**src/rtl/srb_pkg.sv**
```systemverilog
package srb_pkg;
  typedef enum logic [1:0] {
    FR_CFG   = 2'd0,
    FR_POLL  = 2'd1,
    FR_FETCH = 2'd2
  } frame_t;

  typedef enum logic [2:0] {
    ST_IDLE  = 3'd0,
    ST_START = 3'd1,
    ST_WAIT  = 3'd2,
    ST_EVAL  = 3'd3,
    ST_GAP   = 3'd4,
    ST_RESP  = 3'd5
  } state_t;
endpackage

```
**src/rtl/srb_frame_builder.sv**
```systemverilog
module srb_frame_builder
  import srb_pkg::*;
#(
  parameter logic [7:0] CMD_WRITE     = 8'h02,
  parameter logic [7:0] CMD_READ      = 8'h03,
  parameter logic [7:0] CFG_ADDR      = 8'h10,
  parameter logic [7:0] STATUS_ADDR   = 8'h14,
  parameter logic [7:0] DATA0_ADDR    = 8'h20,
  parameter int         MODE_LSB      = 1,
  parameter int         READ_TRIG_BIT = 0
) (
  input  frame_t      kind,
  input  logic [3:0]  idx,
  input  logic        is_write,
  input  logic [2:0]  len,
  input  logic [31:0] addr,
  input  logic [31:0] wdata,
  output logic [7:0]  tx_byte,
  output logic [3:0]  last_idx,
  output logic        rx_slot
);
  logic [7:0] cfg_byte;
  logic [3:0] addr_sel;
  logic [3:0] data_sel;

  always_comb begin
    cfg_byte = '0;
    cfg_byte[MODE_LSB +: 3] = 3'd4 - len;
    if (!is_write) cfg_byte[READ_TRIG_BIT] = 1'b1;
  end

  assign addr_sel = 4'd6 - idx;
  assign data_sel = 4'd10 - idx;

  always_comb begin
    tx_byte  = 8'h00;
    last_idx = 4'd0;
    rx_slot  = 1'b0;
    unique case (kind)
      FR_CFG: begin
        last_idx = is_write ? 4'd10 : 4'd6;
        if (idx == 4'd0)      tx_byte = CMD_WRITE;
        else if (idx == 4'd1) tx_byte = CFG_ADDR;
        else if (idx == 4'd2) tx_byte = cfg_byte;
        else if (idx <= 4'd6) tx_byte = 8'(addr >> {addr_sel[1:0], 3'b000});
        else                  tx_byte = 8'(wdata >> {data_sel[1:0], 3'b000});
      end
      FR_POLL: begin
        last_idx = 4'd2;
        rx_slot  = (idx >= 4'd2);
        if (idx == 4'd0)      tx_byte = CMD_READ;
        else if (idx == 4'd1) tx_byte = STATUS_ADDR;
      end
      FR_FETCH: begin
        last_idx = 4'd5;
        rx_slot  = (idx >= 4'd2);
        if (idx == 4'd0)      tx_byte = CMD_READ;
        else if (idx == 4'd1) tx_byte = DATA0_ADDR;
      end
      default: ;
    endcase
  end
endmodule

```
**src/rtl/srb_byte_shifter.sv**
```systemverilog
module srb_byte_shifter #(
  parameter int HALF = 2
) (
  input  logic       clk,
  input  logic       rst_n,
  input  logic       start,
  input  logic [7:0] tx_byte,
  output logic       done,
  output logic [7:0] rx_byte,
  output logic       sck,
  output logic       mosi,
  input  logic       miso
);
  localparam int CW = (HALF > 1) ? $clog2(HALF) : 1;

  logic          active_q;
  logic          phase_hi_q;
  logic [2:0]    bit_q;
  logic [CW-1:0] cnt_q;
  logic [7:0]    tx_sh_q;
  logic [7:0]    rx_sh_q;

  assign rx_byte = rx_sh_q;

  always_ff @(posedge clk or negedge rst_n) begin
    if (!rst_n) begin
      active_q   <= 1'b0;
      phase_hi_q <= 1'b1;
      bit_q      <= '0;
      cnt_q      <= '0;
      tx_sh_q    <= '0;
      rx_sh_q    <= '0;
      sck        <= 1'b1;
      mosi       <= 1'b0;
      done       <= 1'b0;
    end else begin
      done <= 1'b0;
      if (!active_q) begin
        if (start) begin
          active_q   <= 1'b1;
          phase_hi_q <= 1'b0;
          bit_q      <= '0;
          cnt_q      <= '0;
          sck        <= 1'b0;
          mosi       <= tx_byte[7];
          tx_sh_q    <= {tx_byte[6:0], 1'b0};
        end
      end else if (cnt_q == CW'(HALF - 1)) begin
        cnt_q <= '0;
        if (!phase_hi_q) begin
          rx_sh_q    <= {rx_sh_q[6:0], miso};
          sck        <= 1'b1;
          phase_hi_q <= 1'b1;
        end else if (bit_q == 3'd7) begin
          active_q <= 1'b0;
          done     <= 1'b1;
          mosi     <= 1'b0;
        end else begin
          bit_q      <= bit_q + 3'd1;
          sck        <= 1'b0;
          phase_hi_q <= 1'b0;
          mosi       <= tx_sh_q[7];
          tx_sh_q    <= {tx_sh_q[6:0], 1'b0};
        end
      end else begin
        cnt_q <= cnt_q + CW'(1);
      end
    end
  end

  // data stays put through the whole high phase of a bit
  a_r2_mosi_stable_high: assert property (@(posedge clk) disable iff (!rst_n)
    (active_q && phase_hi_q && $past(active_q && phase_hi_q)) |-> $stable(mosi));

  // the clock only falls while a byte is in progress
  a_r2_sck_falls_active: assert property (@(posedge clk) disable iff (!rst_n)
    $fell(sck) |-> active_q);
endmodule

```
**src/rtl/spi_regbridge_master.sv**
```systemverilog
module spi_regbridge_master
  import srb_pkg::*;
#(
  parameter int         HALF          = 2,
  parameter int         RETRY_MAX     = 4,
  parameter logic [7:0] CMD_WRITE     = 8'h02,
  parameter logic [7:0] CMD_READ      = 8'h03,
  parameter logic [7:0] CFG_ADDR      = 8'h10,
  parameter logic [7:0] STATUS_ADDR   = 8'h14,
  parameter logic [7:0] DATA0_ADDR    = 8'h20,
  parameter int         MODE_LSB      = 1,
  parameter int         READ_TRIG_BIT = 0,
  parameter int         BUSY_BIT      = 4,
  parameter int         FAIL_BIT      = 3
) (
  input  logic        clk,
  input  logic        rst_n,
  input  logic        req_valid,
  output logic        req_ready,
  input  logic        req_write,
  input  logic [31:0] req_addr,
  input  logic [2:0]  req_len,
  input  logic [31:0] req_wdata,
  output logic        busy,
  output logic        done,
  output logic        error,
  output logic [31:0] rdata,
  output logic        spi_cs_n,
  output logic        spi_sck,
  output logic        spi_mosi,
  input  logic        spi_miso
);
  localparam int GAP_CYC = 2 * HALF;
  localparam int GW      = $clog2(GAP_CYC + 1);
  localparam int RW      = $clog2(RETRY_MAX + 1);

  state_t        st_q;
  frame_t        fr_q;
  logic [3:0]    idx_q;
  logic          wr_q;
  logic [2:0]    len_q;
  logic [31:0]   addr_q;
  logic [31:0]   wdata_q;
  logic [31:0]   acc_q;
  logic [31:0]   rdata_q;
  logic          err_q;
  logic          cs_n_q;
  logic [GW-1:0] gap_q;
  logic [RW-1:0] polls_q;

  logic       eng_start;
  logic       eng_done;
  logic [7:0] eng_rx;
  logic [7:0] tx_byte;
  logic [3:0] last_idx;
  logic       rx_slot;
  logic       accept;

  assign accept    = req_valid && (st_q == ST_IDLE);
  assign eng_start = (st_q == ST_START);
  assign req_ready = (st_q == ST_IDLE);
  assign busy      = (st_q != ST_IDLE);
  assign done      = (st_q == ST_RESP);
  assign error     = err_q;
  assign rdata     = rdata_q;
  assign spi_cs_n  = cs_n_q;

  srb_frame_builder #(
    .CMD_WRITE(CMD_WRITE), .CMD_READ(CMD_READ), .CFG_ADDR(CFG_ADDR),
    .STATUS_ADDR(STATUS_ADDR), .DATA0_ADDR(DATA0_ADDR),
    .MODE_LSB(MODE_LSB), .READ_TRIG_BIT(READ_TRIG_BIT)
  ) builder_i (
    .kind(fr_q), .idx(idx_q), .is_write(wr_q), .len(len_q),
    .addr(addr_q), .wdata(wdata_q),
    .tx_byte(tx_byte), .last_idx(last_idx), .rx_slot(rx_slot)
  );

  srb_byte_shifter #(.HALF(HALF)) shifter_i (
    .clk(clk), .rst_n(rst_n), .start(eng_start), .tx_byte(tx_byte),
    .done(eng_done), .rx_byte(eng_rx),
    .sck(spi_sck), .mosi(spi_mosi), .miso(spi_miso)
  );

  always_ff @(posedge clk or negedge rst_n) begin
    if (!rst_n) begin
      st_q    <= ST_IDLE;
      fr_q    <= FR_CFG;
      idx_q   <= '0;
      wr_q    <= 1'b0;
      len_q   <= '0;
      addr_q  <= '0;
      wdata_q <= '0;
      acc_q   <= '0;
      rdata_q <= '0;
      err_q   <= 1'b0;
      cs_n_q  <= 1'b1;
      gap_q   <= '0;
      polls_q <= '0;
    end else begin
      unique case (st_q)
        ST_IDLE: if (accept) begin
          wr_q    <= req_write;
          len_q   <= req_len;
          addr_q  <= req_addr;
          wdata_q <= req_wdata << {(3'd4 - req_len), 3'b000};
          rdata_q <= '0;
          polls_q <= '0;
          fr_q    <= FR_CFG;
          idx_q   <= '0;
          if (req_len > 3'd4) begin
            err_q <= 1'b1;
            st_q  <= ST_RESP;
          end else begin
            err_q  <= 1'b0;
            cs_n_q <= 1'b0;
            st_q   <= ST_START;
          end
        end
        ST_START: st_q <= ST_WAIT;
        ST_WAIT: if (eng_done) begin
          if (rx_slot) acc_q <= {acc_q[23:0], eng_rx};
          if (idx_q == last_idx) begin
            cs_n_q <= 1'b1;
            st_q   <= ST_EVAL;
          end else begin
            idx_q <= idx_q + 4'd1;
            st_q  <= ST_START;
          end
        end
        ST_EVAL: begin
          gap_q <= '0;
          unique case (fr_q)
            FR_CFG: begin
              fr_q <= FR_POLL;
              st_q <= ST_GAP;
            end
            FR_POLL: begin
              polls_q <= polls_q + RW'(1);
              if (acc_q[FAIL_BIT]) begin
                err_q <= 1'b1;
                st_q  <= ST_RESP;
              end else if (!acc_q[BUSY_BIT]) begin
                if (wr_q) st_q <= ST_RESP;
                else begin
                  fr_q <= FR_FETCH;
                  st_q <= ST_GAP;
                end
              end else if (polls_q == RW'(RETRY_MAX - 1)) begin
                err_q <= 1'b1;
                st_q  <= ST_RESP;
              end else begin
                st_q <= ST_GAP;
              end
            end
            default: begin
              rdata_q <= acc_q;
              st_q    <= ST_RESP;
            end
          endcase
        end
        ST_GAP: begin
          if (gap_q == GW'(GAP_CYC - 1)) begin
            cs_n_q <= 1'b0;
            idx_q  <= '0;
            st_q   <= ST_START;
          end else begin
            gap_q <= gap_q + GW'(1);
          end
        end
        ST_RESP: st_q <= ST_IDLE;
        default: st_q <= ST_IDLE;
      endcase
    end
  end

  // idle link levels whenever no access is running
  a_r1_idle_lines: assert property (@(posedge clk) disable iff (!rst_n)
    !busy |-> (spi_cs_n && spi_sck && !spi_mosi));

  // clock is high while deselected
  a_r2_sck_idle_high: assert property (@(posedge clk) disable iff (!rst_n)
    spi_cs_n |-> spi_sck);

  // never more status reads than the retry limit
  a_r8_poll_bound: assert property (@(posedge clk) disable iff (!rst_n)
    polls_q <= RW'(RETRY_MAX));

  // oversize length rejected at once without selecting the device
  a_r10_reject: assert property (@(posedge clk) disable iff (!rst_n)
    (req_valid && req_ready && (req_len > 3'd4)) |=> (done && error && spi_cs_n));

  // done is a single-cycle pulse inside the busy window
  a_r12_done_pulse: assert property (@(posedge clk) disable iff (!rst_n)
    done |=> !done);
  a_r12_done_busy: assert property (@(posedge clk) disable iff (!rst_n)
    done |-> busy);
endmodule

```
**config.mk**
```make
export PLATFORM = sky130hd
export DESIGN_NAME = spi_regbridge_master
export DESIGN_NICKNAME = d
export VERILOG_FILES = /design/src/rtl/srb_pkg.sv /design/src/rtl/srb_frame_builder.sv /design/src/rtl/srb_byte_shifter.sv /design/src/rtl/spi_regbridge_master.sv
export SDC_FILE = /design/constraint.sdc
export NUM_CORES = 1
export LEC_CHECK = 0
export ABC_AREA = 0
export BUFFER_PORTS_ARGS = -buffer_cell sky130_fd_sc_hd__buf_2
export CAP_MARGIN = 20
export CELL_PAD_IN_SITES_DETAIL_PLACEMENT = 0
export CELL_PAD_IN_SITES_GLOBAL_PLACEMENT = 1
export CORE_ASPECT_RATIO = 1.2
export CORE_MARGIN = 4
export CORE_UTILIZATION = 34
export CTS_CLUSTER_DIAMETER = 30
export DETAILED_ROUTE_END_ITERATION = 12
export PLACE_DENSITY_LB_ADDON = 0.1
export SLEW_MARGIN = 5
export SYNTH_ARGS = -nofsm -noshare
export SYNTH_HDL_FRONTEND = slang
export SYNTH_SLANG_ARGS = --single-unit
```
**constraint.sdc**
```tcl
create_clock -name clk -period 3 [get_ports clk]
set_input_delay 0.15 -clock clk [delete_from_list [all_inputs] [get_ports clk]]
set_output_delay 0.15 -clock clk [all_outputs]
set_load 0.03 [all_outputs]
```
==> results.md <==
- For the worst setup path, the data arrival time is 2.80 ns.
- In this run, the number of DRC markers left after iteration 0 of detailed routing was 356.
- The area growth from synthesis to layout is 22.8%.
- The number of global-route vias before repair was 6734.
- The core outline area is 24100 sq um.
- The signal on the critical path passes through inv_1 -> ha_1 -> nor3b_1 -> o21ai_0 -> a2111oi_4 -> nor3_1 -> mux2_2.
- For this block, the routed nets add up to 22.3 mm of wire.
- The remaining antenna violation count after routing is 0.
- After detailed routing, the number of remaining DRC violations is 0.
- After synthesis, the mean cell area works out to 10.1 sq um.
- The total number of vias is 6519.
- The number of setup buffers added after CTS is 0.
- The critical path startpoint category is a flip-flop.
- The mapped netlist covers 8400 sq um.
- After detailed routing, the number of vias per cell comes to 5.01.
- The cell area power density is 876 nW/um^2.
- The number of diodes added for antenna fixing is 0.
- The relative max-transition margin is 0.501.
- In this run the number of H-tree levels came out at 4.
- No sink is reached through more buffers than the 2 on the longest clock path.
- The buffer type at the clock tree root is sky130_fd_sc_hd__clkbuf_16.
- The most used flip-flop cell after synthesis is sky130_fd_sc_hd__dfrtp_1.
- The slowest cell on the critical path is sky130_fd_sc_hd__a2111oi_4.
- The CTS tree is built.
- The maximum cell stage delay along the critical path is 0.54 ns.
- In the synthesized netlist the async set-or-reset flop fraction comes to 1.00.
- The congestion estimate from routability-driven global placement came to 0.792.
- The cell count after synthesis is 833.
- Across the run, the number of max-cap violations was 0.
- Synthesis produced a netlist with a net count of 921.
- The initial utilization of the core area, before any placement, comes to 0.348.
- On the final layout, the worst clock skew is 0.0109 ns.
- For the pin with the worst max-slew slack, the measured transition is 0.748 ns.
- In this run the worst hold path is classified as primary input to flip-flop.
- The global-route total usage across every layer is 0.169.
- The later pin in the worst-skew pair is clocked with a latency of 0.44 ns.
- The sum of negative setup slack is 0 ns.
- The number of warnings issued by yosys is 0.
- The die is 180 um tall.
- The total setup violations reported at the end of the flow is 0.
- The post-DP HPWL is 16.6 mm.
- Yosys mapped a number of flops with a built-in enable equal to 0.
- The leakage dissipation is 4.90 nW.
- The number of hold violations in the final report is 0.
- In the final layout, the share of cells above drive strength 1 is 0.231.
- The share of the yosys chip area belonging to registers is 0.516.
- Buffers placed on the I/O ports in this run total 110.
- The required time at the endpoint of the critical path is 3.32 ns.
- The type of the setup path with the least slack is flip-flop to flip-flop.
- Entering global routing, the biggest net connects 76 pins.
- In this run, distinct cell masters in the synthesized netlist total 61.
- The number of nets in the final layout is 1056.
- For this run, the share of the core covered by cells in the final layout is 0.428.
- The run finished with clean final reports.
- The number of buffers created by CTS is 17.
- Clock-pin slew was measured on the worst setup and hold paths at 0.07 ns.
- The total I/O pin count is 111.
- The overflow left after global routing is 0.
- The die is 152 um wide.
- The total power is 0.00905 W.
- Setup repair after global routing left no endpoint under its margin.
- For this run, the detailed router's first-pass iteration total came to 5.
- The count of pins over their slew limit is 0.
- IR analysis of the VDD net gives a maximum drop of 0.442 mV.
- The first global-routing pass estimated 36.6 mm of wire.
- The final critical path time including I/O delays and setup is 2.47 ns.
- Timing would allow up to 404 MHz.
- The number of antenna violations at the first check in global routing came to 0.
- The routed wirelength normalized by instance count is 17.2 um.
- The endpoint kind of the worst setup timing path is a flip-flop.
- The maximum fanout along the worst path is 11.
- Synthesis inferred 173 register bits.
- For this design, the sink count on the clock tree is 173.
- The number of placement rows is 62.
- Of the available clock period, the critical path in the final layout requires 0.824.
- The number of gates resized after CTS is 0.
- The overall die area is 27300 sq um.
[routing by layer]
layer,vias to the layer above,track usage,routed length [um]
li1,3174,-,-
met3,19,0.0262,727
met5,-,0,0
met2,157,0.289,11400
met4,0,0.0529,411
met1,3169,0.219,9790
[state kept, by name (all words and copies together), names as in the netlist, 4 cells and up]
name	flops
acc_q	32
addr_q	32
shifter_i.tx_sh_q	7
idx_q	4
rdata	32
shifter_i.rx_byte	8
wdata_q	32
[kinds of logic (layout without fill, tap and decap cells)]
| logic type | after synthesis | after routing | share of synthesized area |
|---|---|---|---|
| muxes | 81 | 81 | 0.119 |
| buffers and inverters | 76 | 224 | 0.0377 |
| xor gates and xnor gates | 5 | 5 | 0.00521 |
| AOI/OAI and AO/OA | 175 | 175 | 0.140 |
| DFF | 173 | 173 | 0.516 |
| and+or+nand+nor | 307 | 307 | 0.158 |
| adders and majority gates | 16 | 16 | 0.0238 |
[area by class of cell]
cell class              instances  area, sq um
clock inverters                14          143
fillers                      2335        13800
multi-input cells             584         3770
well taps                     320          400
clock buffers                  18          439
flip-flops and latches        173         4330
inverters                      19         71.3
repair buffers                173         1160
[cells in the final DEF, fill, tap and decap left out, types with 18 or more instances in the layout]
master                          Yosys  final
sky130_fd_sc_hd__nand2_1          218    218
sky130_fd_sc_hd__inv_1             18     18
sky130_fd_sc_hd__mux2i_1           26     26
sky130_fd_sc_hd__buf_2             19    109
sky130_fd_sc_hd__dlygate4sd3_1      0     44
sky130_fd_sc_hd__nor2_1            22     20
sky130_fd_sc_hd__o21ai_0           78     78
sky130_fd_sc_hd__mux2_2            44     44
sky130_fd_sc_hd__dfrtp_1          170    170
sky130_fd_sc_hd__a22o_1            18     18
[per-stage QoR]
step	cell area, sq um	instances	hold slack, ns	setup slack (ns)
5_1_grt	10300	1301	0.0139	0.333
3_5_place_dp	9300	1225	0.244	0.540
3_3_place_gp	9300	1225	0.238	0.658
4_1_cts	10300	1301	0.00957	0.525
6_report	10300	1301	0.0211	0.527
2_1_floorplan	8400	833	-0.146	0.668
[final timing paths]
check	startpoint	end	slack (ns)	depth (start not counted)
max	fr_q[1]$_DFFE_PN0P_	idx_q[0]$_DFFE_PN0P_	0.53	7
min	req_wdata[7]	wdata_q[7]$_DFFE_PN0P_	0.02	2
max reg2reg	fr_q[1]$_DFFE_PN0P_	idx_q[0]$_DFFE_PN0P_	0.53	7
min reg2reg	rdata[10]$_DFFE_PN0P_	rdata[10]$_DFFE_PN0P_	0.47	2
max in group asynchronous	rst_n	shifter_i.tx_sh_q[1]$_DFFE_PN0P_	1.79	3
min in group asynchronous	rst_n	rdata[4]$_DFFE_PN0P_	0.32	2
[cells in the mapped netlist, types with 2 or more instances]
library cell,n,area [sq um]
sky130_fd_sc_hd__o31ai_1,2,15.0
sky130_fd_sc_hd__o2111ai_1,2,17.5
sky130_fd_sc_hd__o21a_1,3,22.5
sky130_fd_sc_hd__or3_1,5,31.3
sky130_fd_sc_hd__mux4_2,11,248
sky130_fd_sc_hd__a211oi_1,6,45.0
sky130_fd_sc_hd__a211o_1,8,70.1
sky130_fd_sc_hd__xnor2_1,3,26.3
sky130_fd_sc_hd__a21oi_1,17,85.1
sky130_fd_sc_hd__inv_1,18,67.6
sky130_fd_sc_hd__nor4b_1,3,26.3
sky130_fd_sc_hd__a221oi_1,6,52.6
sky130_fd_sc_hd__buf_2,19,95.1
sky130_fd_sc_hd__buf_1,7,26.3
sky130_fd_sc_hd__ha_1,16,200
sky130_fd_sc_hd__dfrtp_1,170,4250
sky130_fd_sc_hd__nor3_1,9,45.0
sky130_fd_sc_hd__buf_4,2,15.0
sky130_fd_sc_hd__a22o_1,18,158
sky130_fd_sc_hd__o211ai_1,2,15.0
sky130_fd_sc_hd__nand3_1,11,55.1
sky130_fd_sc_hd__or2_1,2,12.5
sky130_fd_sc_hd__nand2_1,218,818
sky130_fd_sc_hd__nor2b_1,14,87.6
sky130_fd_sc_hd__nand2b_1,7,43.8
sky130_fd_sc_hd__o22ai_1,4,25.0
sky130_fd_sc_hd__mux2_2,44,495
sky130_fd_sc_hd__clkbuf_1,29,109
sky130_fd_sc_hd__a32o_1,8,80.1
sky130_fd_sc_hd__and2_1,3,18.8
sky130_fd_sc_hd__mux2i_1,26,260
sky130_fd_sc_hd__nand3b_1,2,15.0
sky130_fd_sc_hd__nor3b_1,5,37.5
sky130_fd_sc_hd__dfstp_2,3,78.8
sky130_fd_sc_hd__xor2_1,2,17.5
sky130_fd_sc_hd__o21ai_0,78,390
sky130_fd_sc_hd__a31oi_1,5,31.3
sky130_fd_sc_hd__nor2_1,22,82.6
[where the power goes]
group | switching [W] | internal (W) | total [W]
sequential | 0.000587 | 0.00296 | 0.00355
clock | 0.00106 | 0.00113 | 0.00219
combinational | 0.00190 | 0.00141 | 0.00331
total | 0.00355 | 0.00550 | 0.00905
[what timing repair did]
| action | 4_1_cts | 5_1_grt |
|---|---|---|
| setup endpoints to repair | 0 | 0 |
| endpoints found under the hold margin | 112 | 0 |
| hold buffers | 44 | 0 |
[critical path: cells and delay by family (launching register included)]
kind / cells / cell delay, ns
buffers and inverters: 1 / 0.14
adders and majority gates: 1 / 0.37
muxes: 1 / 0.28
DFF: 1 / 0.44
AOI/OAI and AO/OA: 2 / 0.71
and+or+nand+nor: 2 / 0.42
Note: power is estimated with default switching activity, not from simulation.
